<file path="config.mk">
export PLATFORM = sky130hd
export DESIGN_NAME = fetch_front
export DESIGN_NICKNAME = d
export VERILOG_FILES = /design/src/rtl/fetch_front.sv
export SDC_FILE = /design/constraint.sdc
export NUM_CORES = 1
export LEC_CHECK = 0
export BUFFER_PORTS_ARGS = -buffer_cell sky130_fd_sc_hd__buf_2
export CAP_MARGIN = 20
export CELL_PAD_IN_SITES_DETAIL_PLACEMENT = 1
export CELL_PAD_IN_SITES_GLOBAL_PLACEMENT = 1
export CORE_UTILIZATION = 33
export DETAILED_ROUTE_END_ITERATION = 8
export PLACE_DENSITY = 0.75
export SLEW_MARGIN = 20
export SYNTH_ARGS = -nofsm -noshare
export SYNTH_HDL_FRONTEND = slang
export SYNTH_SLANG_ARGS = --single-unit
</file>
<file path="constraint.sdc">
create_clock -name clk -period 2.79 [get_ports clk]
set_clock_uncertainty 0.15 [all_clocks]
set_input_delay 0.279 -clock clk [delete_from_list [all_inputs] [get_ports clk]]
set_output_delay 0.279 -clock clk [all_outputs]
set_load 0.02 [all_outputs]
</file>
<file path="src/rtl/fetch_front.sv">
module fetch_front #(
  parameter int XLEN = 32,
  parameter int ILEN = 32,
  parameter logic [XLEN-1:0] RESET_PC = '0,
  parameter logic [ILEN-1:0] NOP_WORD = ILEN'(32'h0000_0013)
) (
  input  logic            clk,
  input  logic            rst,
  output logic [XLEN-1:0] imem_addr,
  input  logic [ILEN-1:0] imem_rdata,
  input  logic            redir_valid,
  input  logic [XLEN-1:0] redir_target,
  output logic [ILEN-1:0] ex_instr,
  output logic [XLEN-1:0] ex_pc
);
  localparam logic [XLEN-1:0] STEP = XLEN'(ILEN / 8);

  logic [XLEN-1:0] pc_q;
  logic [XLEN-1:0] pc_next;
  logic [ILEN-1:0] slot_next;

  assign pc_next   = redir_valid ? redir_target : pc_q + STEP;
  assign slot_next = redir_valid ? NOP_WORD : imem_rdata;
  assign imem_addr = pc_q;

  always_ff @(posedge clk) begin
    if (rst) begin
      pc_q     <= RESET_PC;
      ex_instr <= NOP_WORD;
      ex_pc    <= RESET_PC;
    end else begin
      pc_q     <= pc_next;
      ex_instr <= slot_next;
      ex_pc    <= pc_q;
    end
  end
endmodule

</file>
==> impl_metrics.toml, run 1 <==
[cells_and_area]
fin_area_um2 = 4880
fillCellCount = 1185
finish.utilization_pct = 49.3
seqCellArea_um2 = 1920
area_growth_pct = 42.2
nets = 606
multi_input_area_um2 = 1380
diodes = 0
drive_gt1_share_pct = 34.6

[global_route]
grt_pass1_wl_um = 18600
grt_overflow = 0
grt_pass1_vias = 3532
grt_max_degree = 44
track_usage_pct = 21.6
grt_antenna_before_repair = 0

[synthesis]
syn_avg_cell_area_um2 = 9.84
syn_nets = 417
ys_types = 35
synth_seq_area_share_pct = 56.0
syn-cell-area_um2 = 3430
synthCells = 349
synth_seq_cells = 96
yosysWarnings = 0

[routing]
viasPerCell = 4.92
drt_iter0_drc = 93
dr.pass1.iters = 4
drt-total-wl_um = 11500
drc_errors = 0
vias = 3329
drtAntennaViolNets = 0
wire_per_inst_um = 17.0

[floorplanning]
pin_count = 163
dieWidth_um = 104
dieArea_um2 = 10800
die_h_um = 104
core_area_um2 = 9910
start_util_pct = 34.7
placementRows = 36

[placement]
placed_area_um2 = 4360
place_ws_ns = 0.379
gp_congestion = 0.816
dpl.hpwl_um = 6970
port_buffers = 162

[critical_path]
crit_type = "flip-flop to flip-flop"
critPathSlowestCell = "or4_4"
cp_cell_sequence = "nand2_2 > or4_4 > or4_1 > a311oi_1"
cp.required_ns = 2.91
max_stage_delay_ns = 0.73
setup.worst_path.start_class = "flip-flop"
crit_fanout = 30
cp-end-kind = "flip-flop"
worstPathArrival_ns = 2.55

[outcome]
status = "complete, no violations"

[timing]
rsz0062_at_grt = "no"
worstMarginPinSlew_ns = 0.768
tns_ns = 0
final_hold_viol_count = 0
slew_viol_final = 0
fmax_mhz = 412
timing.final.crit_share_pct = 86.9
relSlewSlack_pct = 48.8
min_period_ns = 2.43
finalSetupViolCount = 0
layout_setup_ws_ns = 0.365

[job]
maxCapViolCount = 0

[hold_path]
worstHoldPathType = "input pin to flip-flop"

[cts]
clk_transition_reported_paths_ns = 0.10
cts_tree = "yes"
cts_buffers = 9
cts.sinks = 96
clockBufferDepth = 2
insertion_delay_ns = 0.36
cts_resized = 0
cts_max_level = 3
clockRootBuffer = "clkbuf_8"

[power]
worst_ir_drop_vdd_mv = 0.223
leakagePower_nw = 2.18
powerDensity_nw_per_um2 = 563
==> where the power goes <==
group / leakage [nW] / total [mW] / switching (mW) / internal (mW)
Combinational: 1.31 / 0.391 / 0.221 / 0.169
Sequential: 0.791 / 1.50 / 0.0574 / 1.44
Clock: 0.0838 / 0.863 / 0.529 / 0.334
==> worst max-delay path: cells and delay by family, from the launching register on <==
family	cells	cell delay (ns)
AO/OA/AOI/OAI	1	0.26
AND/OR/NAND/NOR	3	1.44
flip-flops	1	0.47
==> path summary, 6_finish.rpt <==
| check | endpoint | start | depth (start not counted) | slack (ns) |
|---|---|---|---|---|
| max reg2reg | imem_addr[20] | imem_addr[6] | 4 | 0.36 |
| max | imem_addr[20] | imem_addr[6] | 4 | 0.36 |
| min reg2reg | ex_pc[1] | imem_addr[1] | 1 | 0.35 |
| min | imem_addr[1] | redir_target[1] | 3 | 0.02 |
==> layout by cell type (no fill, tap or decap), types with 2 or more instances in the layout <==
cell type,count
a21oi_1,5
dlygate4sd3_1,34
nor3_1,3
or4_1,15
or3_1,9
xnor2_1,8
nor2_1,34
nor4_1,5
and2_1,30
o21ai_0,4
clkbuf_8,9
buf_4,5
o31ai_1,13
inv_1,8
a211oi_1,6
nand3_1,10
buf_2,162
and3_1,2
nand2_1,15
mux2i_1,3
dfxtp_1,96
nor2b_1,26
nand4_1,5
a311oi_1,16
clkinvlp_4,3
==> flip-flops by register name, summed over array words and instances, names as in the netlist <==
signal	flops
imem_addr	32
ex_instr	32
ex_pc	32
==> cell families (layout without fill, tap and decap cells) <==
group / Yosys count / after routing / synth area share [%]
compound gates: 49 / 49 / 10.8
flops: 96 / 96 / 56.0
fa+ha+maj: 1 / 1 / 0.364
buf+inv: 32 / 226 / 3.93
mux: 3 / 3 / 0.874
xor+xnor: 9 / 9 / 2.30
simple gates: 159 / 159 / 25.8
==> final cells by class <==
cell class	count	share of cell area, %
flip-flops and latches	96	39.3
well taps	133	3.41
inverters	8	0.615
repair buffers	202	24.7
multi-input cells	221	28.2
clock buffers	9	2.54
clock inverters	7	1.15
==> cell usage after synthesis, drive strengths merged <==
| cell | n | area [um2] |
|---|---|---|
| a2111oi | 1 | 8.76 |
| a211oi | 6 | 45.0 |
| a21oi | 5 | 25.0 |
| a311oi | 16 | 140 |
| and2 | 30 | 188 |
| and3 | 2 | 12.5 |
| and4 | 1 | 8.76 |
| buf | 3 | 26.3 |
| clkbuf | 21 | 78.8 |
| dfxtp | 96 | 1920 |
| ha | 1 | 12.5 |
| inv | 8 | 30.0 |
| mux2i | 3 | 30.0 |
| nand2 | 16 | 62.6 |
| nand3 | 11 | 60.1 |
| nand4 | 5 | 31.3 |
| nor2 | 34 | 128 |
| nor2b | 26 | 163 |
| nor3 | 3 | 15.0 |
| nor4 | 5 | 31.3 |
| o211a | 1 | 10.0 |
| o211ai | 1 | 7.51 |
| o21a | 1 | 7.51 |
| o21ai | 4 | 20.0 |
| o311ai | 1 | 8.76 |
| o31ai | 13 | 97.6 |
| or2 | 1 | 6.26 |
| or3 | 9 | 56.3 |
| or4 | 16 | 124 |
| xnor2 | 8 | 70.1 |
| xor2 | 1 | 8.76 |
==> repair_timing <==
item / in CTS / in global routing
hold buffers: 33 / 1
endpoints found under the setup margin: 0 / 0
hold endpoints to repair: 33 / 1
setup buffers: 0 / 0
==> stage by stage <==
| stage | hold slack (ns) | instances | total power, mW |
|---|---|---|---|
| global route | 0.00352 | 676 | 2.89 |
| floorplan | 0.228 | 349 | 1.71 |
| CTS | 0.000888 | 675 | 2.77 |
| detailed placement | 0.316 | 626 | 1.87 |
| global placement | 0.310 | 626 | 1.86 |
| finish | 0.0172 | 676 | 2.75 |
==> metal layers <==
| layer | share of wire, % | GRT usage (%) | wire [um] | up-vias |
|---|---|---|---|---|
| met1 | 41 | 24.5 | 4780 | 1599 |
| met4 | 1.4 | 5.92 | 157 | 0 |
| met3 | 7.0 | 6.27 | 802 | 11 |
| li1 | - | - | - | 1596 |
| met2 | 50 | 39.3 | 5780 | 123 |
| met5 | 0 | 0 | 0 | - |
Power figures use the tool's default switching activity.
==> inputs of run 2 (changes only) <==
--- a/config.mk
+++ b/config.mk
@@ -9,9 +9,10 @@
 export CAP_MARGIN = 20
 export CELL_PAD_IN_SITES_DETAIL_PLACEMENT = 1
 export CELL_PAD_IN_SITES_GLOBAL_PLACEMENT = 1
-export CORE_UTILIZATION = 33
+export CORE_UTILIZATION = 35
+export CTS_BUF_LIST = sky130_fd_sc_hd__clkbuf_8
 export DETAILED_ROUTE_END_ITERATION = 8
-export PLACE_DENSITY = 0.75
+export PLACE_DENSITY = 0.79
 export SLEW_MARGIN = 20
 export SYNTH_ARGS = -nofsm -noshare
 export SYNTH_HDL_FRONTEND = slang
==> impl_metrics.toml, run 2 (same netlist as run 1, synthesis figures left out) <==
[timing]
final_hold_viol_count = 0
min_period_ns = 2.39
finalSetupViolCount = 0
worstMarginPinSlew_ns = 0.517
rsz0062_at_grt = "no"
timing.final.crit_share_pct = 85.7
tns_ns = 0
whs_ns = 0.0270
relSlewSlack_pct = 65.5
fmax_mhz = 418
slew_viol_final = 0

[cts]
cts_buffers = 9
holdBufCountCts = 30
clockBufferDepth = 2
postCtsSetupBuffers = 0
cts.sinks = 96
clockRootBuffer = "clkbuf_8"
clk_transition_reported_paths_ns = 0.10
cts_max_level = 3
cts_resized = 0
cts_tree = "yes"
insertion_delay_ns = 0.35

[critical_path]
max_stage_delay_ns = 0.73
critPathSlowestCell = "or4_4"
crit_fanout = 30
crit_type = "flip-flop to flip-flop"
worstPathArrival_ns = 2.50
cp.required_ns = 2.90
cp-end-kind = "flip-flop"
cp_cell_sequence = "nand2_2 > or4_4 > or4_1 > a311oi_1"
setup.worst_path.start_class = "flip-flop"

[hold_path]
worstHoldPathType = "input pin to flip-flop"

[power]
p_switching_mw = 0.765
p_seq_share_pct = 51.1
worst_ir_drop_vdd_mv = 0.251
powerDensity_nw_per_um2 = 599
leakagePower_nw = 2.20
internal-power_mw = 2.17
clockPowerShare_pct = 35.9
p_sw_share_pct = 26.1
combPwrFrac_pct = 13.0

[routing]
drt_iter0_drc = 99
wire_per_inst_um = 16.2
dr.pass1.iters = 4
drt-total-wl_um = 10800
vias = 3256
drtAntennaViolNets = 0
viasPerCell = 4.87
drc_errors = 0

[global_route]
grt_pass1_vias = 3336
grt_antenna_before_repair = 0
track_usage_pct = 21.1
grt_overflow = 0
grt_max_degree = 40
grt_pass1_wl_um = 16700

[job]
maxCapViolCount = 0

[cells_and_area]
layout_common_cells = "162 x buf_2, 96 x dfxtp_1, 34 x nor2_1"
diodes = 0
drive_gt1_share_pct = 34.8
final_common_cell = "buf_2"
area_growth_pct = 42.5
nets = 603

[placement]
gp_congestion = 0.770
port_buffers = 162
dpl.hpwl_um = 7190

[floorplanning]
die_h_um = 101
pin_count = 163
core_area_um2 = 9370
dieWidth_um = 101
placementRows = 35
dieArea_um2 = 10200
start_util_pct = 36.6

[outcome]
status = "complete, no violations"
-- run 2: cell types whose count changed in the layout (fill, tap and decap cells not counted) --
cell           change
buf_12             -1
buf_4              +1
bufinv_16          +2
clkbuf_8           +2
clkinv_2           -1
clkinv_4           +1
clkinvlp_4         -3
dlygate4sd3_1      -3
inv_8              -1
-- run 2: layer usage --
layer	track usage, %	routed length, um	up-vias
met5	0	0	-
met4	7.02	89	0
met3	5.41	830	8
met2	36.6	5310	125
met1	25.4	4610	1529
li1	-	-	1594
-- run 2: critical path, delay by kind of cell, from the launching register on --
kind | cells | cell delay (ns)
compound gates | 1 | 0.28
simple gates | 3 | 1.41
flops | 1 | 0.46
-- run 2: power groups by stage --
stage / Combinational, mW / Sequential, mW / Clock, mW
CTS: 0.378 / 1.50 / 1.08
global route: 0.414 / 1.51 / 1.13
detailed placement: 0.343 / 1.53 / 0
floorplan: 0.108 / 1.61 / 0
global placement: 0.336 / 1.52 / 0
finish: 0.381 / 1.50 / 1.05
-- run 2: worst paths after layout --
check / endpoint / start / slack (ns) / depth (start not counted)
setup / recovery: imem_addr[30] / imem_addr[5] / 0.40 / 4
hold / removal: imem_addr[4] / redir_target[4] / 0.03 / 3
setup reg to reg: imem_addr[30] / imem_addr[5] / 0.40 / 4
hold reg to reg: ex_pc[0] / imem_addr[0] / 0.34 / 1
-- run 2: layout make-up --
| type | instances | area, um2 |
|---|---|---|
| Tap cell | 129 | 161 |
| Inverter | 8 | 30.0 |
| Multi-Input combinational cell | 221 | 1380 |
| Clock buffer | 11 | 151 |
| Sequential cell | 96 | 1920 |
| Clock inverter | 5 | 86.3 |
| Fill cell | 1152 | 4480 |
| Timing Repair Buffer | 199 | 1170 |
-- run 2: metrics by stage --
step                      std cells  cell area, um2  util (%)  total power, mW  setup slack (ns)
final                           669            4890      52.2             2.93             0.398
after global routing            669            4890      52.2             3.06             0.265
after CTS                       668            4880      52.1             2.96             0.373
after detailed placement        622            4350      46.4             1.87             0.407
after global placement          622            4350      46.4             1.86             0.478
after floorplan                 349            3430         -             1.71             0.446
